===== src/rtl/scan_irq_pkg.sv =====
package scan_irq_pkg;

    localparam int unsigned ADDR_W       = 16;
    localparam int unsigned DATA_W_DEF   = 8;
    localparam int unsigned CNT_W_DEF    = 8;
    localparam int unsigned PRESCALE_DEF = 113;

    // Register decode addresses (software-visible map)
    localparam logic [ADDR_W-1:0] ADR_RELOAD_LO = 16'hF000;
    localparam logic [ADDR_W-1:0] ADR_RELOAD_HI = 16'hF004;
    localparam logic [ADDR_W-1:0] ADR_CONTROL   = 16'hF008;

    typedef enum logic [1:0] {
        REQ_NONE,
        REQ_RELOAD_LO,
        REQ_RELOAD_HI,
        REQ_CONTROL
    } req_e;

    // Control value: run enables counting, rearm is folded into run on overflow
    typedef struct packed {
        logic run;
        logic rearm;
    } ctrl_t;

    function automatic req_e decode_req(input logic en, input logic [ADDR_W-1:0] a);
        req_e r;
        r = REQ_NONE;
        if (en) begin
            if (a == ADR_RELOAD_LO)      r = REQ_RELOAD_LO;
            else if (a == ADR_RELOAD_HI) r = REQ_RELOAD_HI;
            else if (a == ADR_CONTROL)   r = REQ_CONTROL;
        end
        return r;
    endfunction

endpackage


===== src/rtl/irq_reload_latch.sv =====
module irq_reload_latch
    import scan_irq_pkg::*;
#(
    parameter int unsigned W = CNT_W_DEF,
    localparam int unsigned H = W / 2
) (
    input  logic         clk,
    input  logic         rst,
    input  req_e         req,
    input  logic [H-1:0] nib,
    output logic [W-1:0] value
);

    always_ff @(posedge clk) begin
        if (rst) begin
            value <= '0;
        end else begin
            case (req)
                REQ_RELOAD_LO: value[H-1:0] <= nib;
                REQ_RELOAD_HI: value[W-1:H] <= nib[W-H-1:0];
                default: ;
            endcase
        end
    end

    AST_LO_KEEPS_HI: assert property (@(posedge clk) disable iff (rst)
        req == REQ_RELOAD_LO |=> value[W-1:H] == $past(value[W-1:H])) else $error("lo write touched hi");
    AST_HI_KEEPS_LO: assert property (@(posedge clk) disable iff (rst)
        req == REQ_RELOAD_HI |=> value[H-1:0] == $past(value[H-1:0])) else $error("hi write touched lo");
    AST_RELOAD_STILL: assert property (@(posedge clk) disable iff (rst)
        (req != REQ_RELOAD_LO && req != REQ_RELOAD_HI) |=> $stable(value)) else $error("reload changed");

endmodule


===== src/rtl/irq_prescaler.sv =====
module irq_prescaler
    import scan_irq_pkg::*;
#(
    parameter int unsigned PRESCALE = PRESCALE_DEF,
    localparam int unsigned PW = (PRESCALE > 1) ? $clog2(PRESCALE) : 1
) (
    input  logic clk,
    input  logic rst,
    input  logic clr,
    input  logic run,
    output logic tick
);

    logic [PW-1:0] pre;
    logic          at_end;

    assign at_end = (pre == PW'(PRESCALE - 1));
    assign tick   = run && !clr && at_end;

    always_ff @(posedge clk) begin
        if (rst || clr) begin
            pre <= '0;
        end else if (run) begin
            pre <= at_end ? '0 : pre + PW'(1);
        end
    end

    AST_PRE_RANGE: assert property (@(posedge clk) disable iff (rst)
        pre < PW'(PRESCALE)) else $error("divider out of range");
    AST_PRE_CLEAR: assert property (@(posedge clk) disable iff (rst)
        clr |=> pre == '0) else $error("divider not cleared on arm");
    AST_PRE_IDLE: assert property (@(posedge clk) disable iff (rst)
        (!run && !clr) |=> $stable(pre)) else $error("divider moved while stopped");

endmodule


===== src/rtl/irq_up_counter.sv =====
module irq_up_counter
    import scan_irq_pkg::*;
#(
    parameter int unsigned W = CNT_W_DEF
) (
    input  logic         clk,
    input  logic         rst,
    input  logic         load,
    input  logic [W-1:0] load_val,
    input  logic         tick,
    output logic [W-1:0] cnt,
    output logic         wrap
);

    logic at_top;

    assign at_top = (cnt == '1);
    assign wrap   = tick && !load && at_top;

    always_ff @(posedge clk) begin
        if (rst) begin
            cnt <= '0;
        end else if (load || wrap) begin
            cnt <= load_val;
        end else if (tick) begin
            cnt <= cnt + W'(1);
        end
    end

    AST_CNT_STEP: assert property (@(posedge clk) disable iff (rst)
        (tick && !load && cnt != '1) |=> cnt == $past(cnt) + W'(1)) else $error("bad step");
    AST_CNT_RELOAD: assert property (@(posedge clk) disable iff (rst)
        (tick && !load && cnt == '1) |=> cnt == $past(load_val)) else $error("bad reload");
    AST_CNT_HOLD: assert property (@(posedge clk) disable iff (rst)
        (!tick && !load) |=> $stable(cnt)) else $error("count moved without step");

endmodule


===== src/rtl/scan_irq_timer.sv =====
module scan_irq_timer
    import scan_irq_pkg::*;
#(
    parameter int unsigned DATA_W   = DATA_W_DEF,
    parameter int unsigned CNT_W    = CNT_W_DEF,
    parameter int unsigned PRESCALE = PRESCALE_DEF,
    localparam int unsigned NIB_W   = CNT_W / 2
) (
    input  logic              clk,
    input  logic              rst,
    input  logic              wr_en,
    input  logic [ADDR_W-1:0] wr_addr,
    input  logic [DATA_W-1:0] wr_data,
    output logic              irq
);

    req_e             req;
    ctrl_t            ctrl;
    logic             arm;
    logic             tick;
    logic             wrap;
    logic [CNT_W-1:0] reload;
    logic [CNT_W-1:0] cnt;
    logic             unused_data_hi;

    assign req            = decode_req(wr_en, wr_addr);
    assign arm            = (req == REQ_CONTROL) && wr_data[1];
    assign unused_data_hi = ^wr_data[DATA_W-1:NIB_W];

    irq_reload_latch #(.W(CNT_W)) latch_i (
        .clk   (clk),
        .rst   (rst),
        .req   (req),
        .nib   (wr_data[NIB_W-1:0]),
        .value (reload)
    );

    irq_prescaler #(.PRESCALE(PRESCALE)) presc_i (
        .clk  (clk),
        .rst  (rst),
        .clr  (arm),
        .run  (ctrl.run),
        .tick (tick)
    );

    irq_up_counter #(.W(CNT_W)) count_i (
        .clk      (clk),
        .rst      (rst),
        .load     (arm),
        .load_val (reload),
        .tick     (tick),
        .cnt      (cnt),
        .wrap     (wrap)
    );

    always_ff @(posedge clk) begin
        if (rst) begin
            ctrl <= '0;
            irq  <= 1'b0;
        end else if (req == REQ_CONTROL) begin
            ctrl <= ctrl_t'(wr_data[1:0]);
            irq  <= 1'b0;
        end else if (wrap) begin
            ctrl.run <= ctrl.run | ctrl.rearm;
            irq      <= 1'b1;
        end
    end

    AST_ACK_CLEAR: assert property (@(posedge clk) disable iff (rst)
        req == REQ_CONTROL |=> !irq) else $error("irq not cleared by control write");
    AST_IRQ_HOLD: assert property (@(posedge clk) disable iff (rst)
        (irq && req != REQ_CONTROL) |=> irq) else $error("irq dropped without ack");
    AST_IRQ_CAUSE: assert property (@(posedge clk) disable iff (rst)
        (!irq && !wrap) |=> !irq) else $error("irq rose without overflow");
    AST_ARM_LOAD: assert property (@(posedge clk) disable iff (rst)
        arm |=> cnt == $past(reload)) else $error("arm did not load counter");
    AST_STOPPED_QUIET: assert property (@(posedge clk) disable iff (rst)
        (!ctrl.run && !arm) |=> !tick) else $error("step while stopped");

endmodule


===== config.mk =====
export PLATFORM = sky130hd
export DESIGN_NAME = scan_irq_timer
export DESIGN_NICKNAME = d
export VERILOG_FILES = /design/src/rtl/scan_irq_pkg.sv /design/src/rtl/irq_reload_latch.sv /design/src/rtl/irq_prescaler.sv /design/src/rtl/irq_up_counter.sv /design/src/rtl/scan_irq_timer.sv
export SDC_FILE = /design/constraint.sdc
export NUM_CORES = 1
export LEC_CHECK = 0
export BUFFER_PORTS_ARGS = -buffer_cell sky130_fd_sc_hd__buf_2
export CAP_MARGIN = 20
export CORE_ASPECT_RATIO = 2
export CORE_MARGIN = 1.5
export CORE_UTILIZATION = 52
export DETAILED_ROUTE_END_ITERATION = 16
export PLACE_DENSITY = 0.72
export SLEW_MARGIN = 15
export SYNTH_ARGS = -nofsm -noshare
export SYNTH_HDL_FRONTEND = slang
export SYNTH_SLANG_ARGS = --single-unit
export TNS_END_PERCENT = 100

===== constraint.sdc =====
create_clock -name clk -period 1.9 [get_ports clk]
set_input_delay 0.095 -clock clk [delete_from_list [all_inputs] [get_ports clk]]
set_output_delay 0.095 -clock clk [all_outputs]
set_load 0.01 [all_outputs]

Word-level counts from Yosys, hierarchy flattened
Cells that the tools add are included.
Storage, ports and cells
  logic and storage cells: 38
  input port bits: 27
  flip-flop bits (word level): 26
  output and inout port bits: 1
Cells by class
  reduce and logical (&&, ||, !) cells: 11
  add/sub/neg operators: 2
  bitwise gates (word level): 1
  mux-type cells: 9
  eq/ne operators: 8
Operator list (count)
  == test 16 bit (second input constant): 3
  2-to-1 mux 8 bit: 2
  adder 8 x 1 -> 8 bit (second input constant): 1
  == test 8 bit (second input constant): 1
  2-to-1 mux 2 bit: 4
  adder 7 x 1 -> 7 bit (second input constant): 1
  == test 7 bit (second input constant): 1
  2-to-1 mux 7 bit: 1
  logical AND 1 bit: 5
  == test 2 bit (second input constant): 2
  nonzero test 2 bit: 2
  == test 2 x 1 -> 1 bit (second input constant): 1
  logical OR 1 bit: 2
  2-to-1 mux 1 bit: 2
  OR reduction 2 bit: 1
  zero test 1 bit: 1
  OR 1 bit: 1

Longest topological paths before layout
  depth in word-level cells: 14
  mapped depth: 8
  mapped depth without buffers: 7

By module
A second synthesis with hierarchy kept.
Second synthesis, totals
  cell total of the unflattened synthesis: 155
  area, all modules: 1500.2 um^2
By module, submodules not included
  irq_up_counter: area each 564.3 um^2, cells an instance 64, sequential area each 160.2 um^2, instances 1
  irq_reload_latch: area each 357.8 um^2, cells an instance 33, sequential area each 160.2 um^2, instances 1
  irq_prescaler: area each 347.8 um^2, cells an instance 36, sequential area each 140.1 um^2, instances 1
  scan_irq_timer: area each 230.2 um^2, cells an instance 22, sequential area each 60.1 um^2, instances 1

Least setup slack after synthesis
Ideal clock, no wire load.
  kind: reg2reg
  from: reg presc_i.pre[0]
  to: reg count_i.cnt[3]
  setup time: 0.132 ns
  arrival time: 1.377 ns
  path slack: 0.391 ns
  buffers on the path: 0
  period minus slack after synthesis: 1.509 ns
  required time: 1.768 ns
  stages on the path, launching flop included: 8
  cell sequence: dfxtp_1 inv_1 ha_1 nand3_1 nor4_4 a21oi_1 mux2i_1 nor3_1
On the way
  word-level cells in the longest chain between the ends: 6
  elaborated cells on any way between the ends: 7
  those cells by class: 1 x eq/ne; 1 x mux; 5 x reduce/logical
Ends and longest elaborated chain
  start, declared: RTL line irq_prescaler.sv:14  | logic [PW-1:0] pre;
  start signal, assigned: RTL line irq_prescaler.sv:24  | pre <= at_end ? '0 : pre + PW'(1);
  == test 7 bit (*): RTL line irq_prescaler.sv:17  | assign at_end = (pre == PW'(PRESCALE - 1));
  logical AND 1 bit (*): RTL line irq_prescaler.sv:18  | assign tick = run && !clr && at_end;
  logical AND 1 bit (2 in series): RTL line irq_up_counter.sv:18  | assign wrap = tick && !load && at_top;
  logical OR 1 bit: RTL line irq_up_counter.sv:23  | end else if (load || wrap) begin
  2-to-1 mux 8 bit / nonzero test 2 bit (equally long branches)
  end signal, assigned: RTL line irq_up_counter.sv:24  | cnt <= load_val;
  end signal, assigned: RTL line irq_up_counter.sv:26  | cnt <= cnt + W'(1);
  end, declared: RTL line irq_up_counter.sv:11  | output logic [W-1:0] cnt,
Mark *: on every way between the ends. The rest lies on a longest branch, timed or not.
A chain may end at the register's enable or synchronous reset.

Worst setup path in the final report
  from: reg presc_i.pre[1]
  to: reg presc_i.pre[6]
On the way
  word-level cells in the longest chain between the ends: 2
  elaborated cells on any way between the ends: 3
  those cells by class: 1 x add/sub; 1 x eq/ne; 1 x mux
Ends and longest elaborated chain (RTL line)
  adder 7 x 1 -> 7 bit / == test 7 bit (equally long branches): irq_prescaler.sv:24, irq_prescaler.sv:17
  2-to-1 mux 7 bit (*): irq_prescaler.sv:24
Marks and branches as above.

==> qor.yml <==
synth-adder-area-share: 0.02715
yosys_warnings: 0
worst_pin_slew_ps: 382.4
synth_edf_count: 0
setup_tns_ps: 0
clock_path_buffers: 2
worst-setup-path-type: "reg -> reg"
cp_data_required_time_ps: 2120
drive_gt1_frac: 0.2500
fillers: 229
synth_seq_area_share: 0.3620
post-route-drc-count: 0
min_path_type: "in -> reg"
place_area_sq_um: 1550
ys.flop_type: "dfxtp_1"
die_x_um: 39.46
synthXorXnorAreaFrac: 0.04434
avgSynthCellArea_sq_um: 9.342
min_period_ps: 1652
dp_hpwl_mm: 2.544
grt_pass1_wl_mm: 5.140
synth_area_sq_um: 1383
synthTopCellsByArea: "dfxtp_1, mux2i_1, nor2_1"
clock-sinks: 25
antenna_found_initial: 0
vias_per_cell: 5.873
htree_levels: 1
final_nets: 207
synth-simple-area-share: 0.3584
drtIter0Drc: 22
grt_start_max_net_pins: 22
rsz0062_at_grt: "false"
setup_viol: 0
hold_depth: 3
fin_crit_sh: 0.8693
track_usage: 0.2380
io_buffers: 23
p_per_area_nw_per_um2: 565.1
final_cell_mix: "dfxtp_1, buf_2, nor2_1"
outcome: "completed"
die_h_um: 75.92
r2r_cells: 7
post_cts_buffers: 0
synth_top_family_by_area: "simple AND/OR/NAND/NOR gates"
design_area_sq_um: 1603
worstPathArrival_ps: 1870
antenna_left: 0
skew_ps: 7.903
crit_fanout: 6
num_io_pins: 28
yosys.area.top_type: "dfxtp_1"
critPathCaptureType: "flip-flop"
cts.clk_slew.worst_paths_ps: 90
dieArea_sq_um: 2996
core-area_sq_um: 2537
grt_overflow: 0
final_common_cell: "dfxtp_1"
max-slew-margin-rel: 0.7451
setup.worst_path.start_class: "flip-flop"
final_core_util: 0.6317
synthCells: 148
p_total_mw: 0.9057
power.leakage_nw: 0.6179
wl_per_cell_um: 15.22
hold_viol_final: 0
synth_cell_types: 44
grt_pass1_vias: 1185
syn_to_final_growth_pct: 15.93
synthMuxAreaShare: 0.07964
insertion_delay_ps: 280
maxCapViolations: 0
ys_ff_latch: 25
cts_root_buffer: "clkbuf_8"
fmax_ghz: 0.6055
synth-async-reset-ratio: 0
cts_inserted_buffers: 3
vdd.ir_drop.worst_mv: 0.4791
synth_compound_area_frac: 0.09231
rows: 26
syn-num-nets: 178
cts_tree: "done"
start_util: 0.5449
slew_violations: 0
num_vias: 1198
dr.pass1.iters: 4
insertedDiodeCount: 0
synth.top_cell.area_share: 0.3620
drt_wl_total_mm: 3.105
gp_congestion: 0.8089
==> what timing repair did <==
action                                  in CTS  in global routing
resized for setup                            0                  1
hold buffers                                 0                  0
endpoints found under the setup margin       0                  1
endpoints found under the hold margin        0                  0
==> Yosys cell counts (all sizes together) (2+ instances only) <==
cell type / count
nand2: 7
dfxtp: 25
nand3b: 2
nand2b: 2
nor3b: 2
nor3: 5
xor2: 3
o21ai: 5
nand3: 8
a21oi: 7
buf: 2
inv: 8
nor4: 2
nor2: 23
nand4: 8
mux2i: 11
and4: 2
clkbuf: 2
xnor2: 4
nor4b: 2
ha: 3
==> cell type report <==
cell class | count | area (sq um) | area share
inverters | 8 | 30.03 | 0.01874
clock buffers | 3 | 41.29 | 0.02576
well taps | 28 | 35.03 | 0.02186
multi-input cells | 111 | 835.8 | 0.5215
repair buffers | 28 | 152.6 | 0.09524
flip-flops and latches | 25 | 500.5 | 0.3123
clock inverters | 1 | 7.507 | 0.004684
==> power by group <==
part           total [mW]  internal [mW]  switching [mW]
Combinational      0.0561         0.0238          0.0323
Clock               0.326          0.149           0.177
Sequential          0.523          0.523      0.00000160
Total               0.906          0.696           0.209
==> stage by stage <==
step | setup WS (ps) | hold slack (ps) | instances
floorplan | 391.5 | 241.8 | 148
global placement | 240.0 | 354.6 | 200
detailed placement | 164.2 | 361.0 | 200
CTS | 150.8 | 70.82 | 204
global route | 95.18 | 89.26 | 204
finish | 248.4 | 73.04 | 204
==> flip-flops by register name (all words and copies together), names as in the netlist <==
signal / count
irq: 1
ctrl: 1
latch_i.value: 8
count_i.cnt: 8
presc_i.pre: 7
==> cells by family after synthesis <==
logic type | after synthesis
buffers and inverters | 12
flip-flops | 25
XOR/XNOR | 7
adder cells (fa/ha/maj) | 3
AO/OA/AOI/OAI | 20
AND/OR/NAND/NOR | 70
multiplexers | 11
==> critical path, cell delays in order, from the launching register on <==
cell     delay, ps
dfxtp_1        380
inv_1           60
ha_1           200
nand3_1        180
nor2_2          80
buf_4          160
or3_1          400
nor2_1         140
==> per-layer routing <==
| metal | GRT usage | part of all wire | up-vias | wire length, um |
|---|---|---|---|---|
| met1 | 0.2344 | 0.36 | 576 | 1103 |
| met5 | 0 | 0 | - | 0 |
| li1 | - | - | 589 | - |
| met3 | 0.02047 | 0.020 | 5 | 63 |
| met4 | 0.1069 | 0.020 | 0 | 61 |
| met2 | 0.4426 | 0.60 | 28 | 1877 |
==> worst paths after layout <==
| path | start | to | slack (ps) |
|---|---|---|---|
| hold / removal | wr_data[3] | latch_i.value[3] | 70 |
| setup reg to reg | presc_i.pre[1] | presc_i.pre[6] | 250 |
| hold reg to reg | latch_i.value[2] | count_i.cnt[2] | 490 |
| setup / recovery | presc_i.pre[1] | presc_i.pre[6] | 250 |
(Power assumes the default switching activity.)
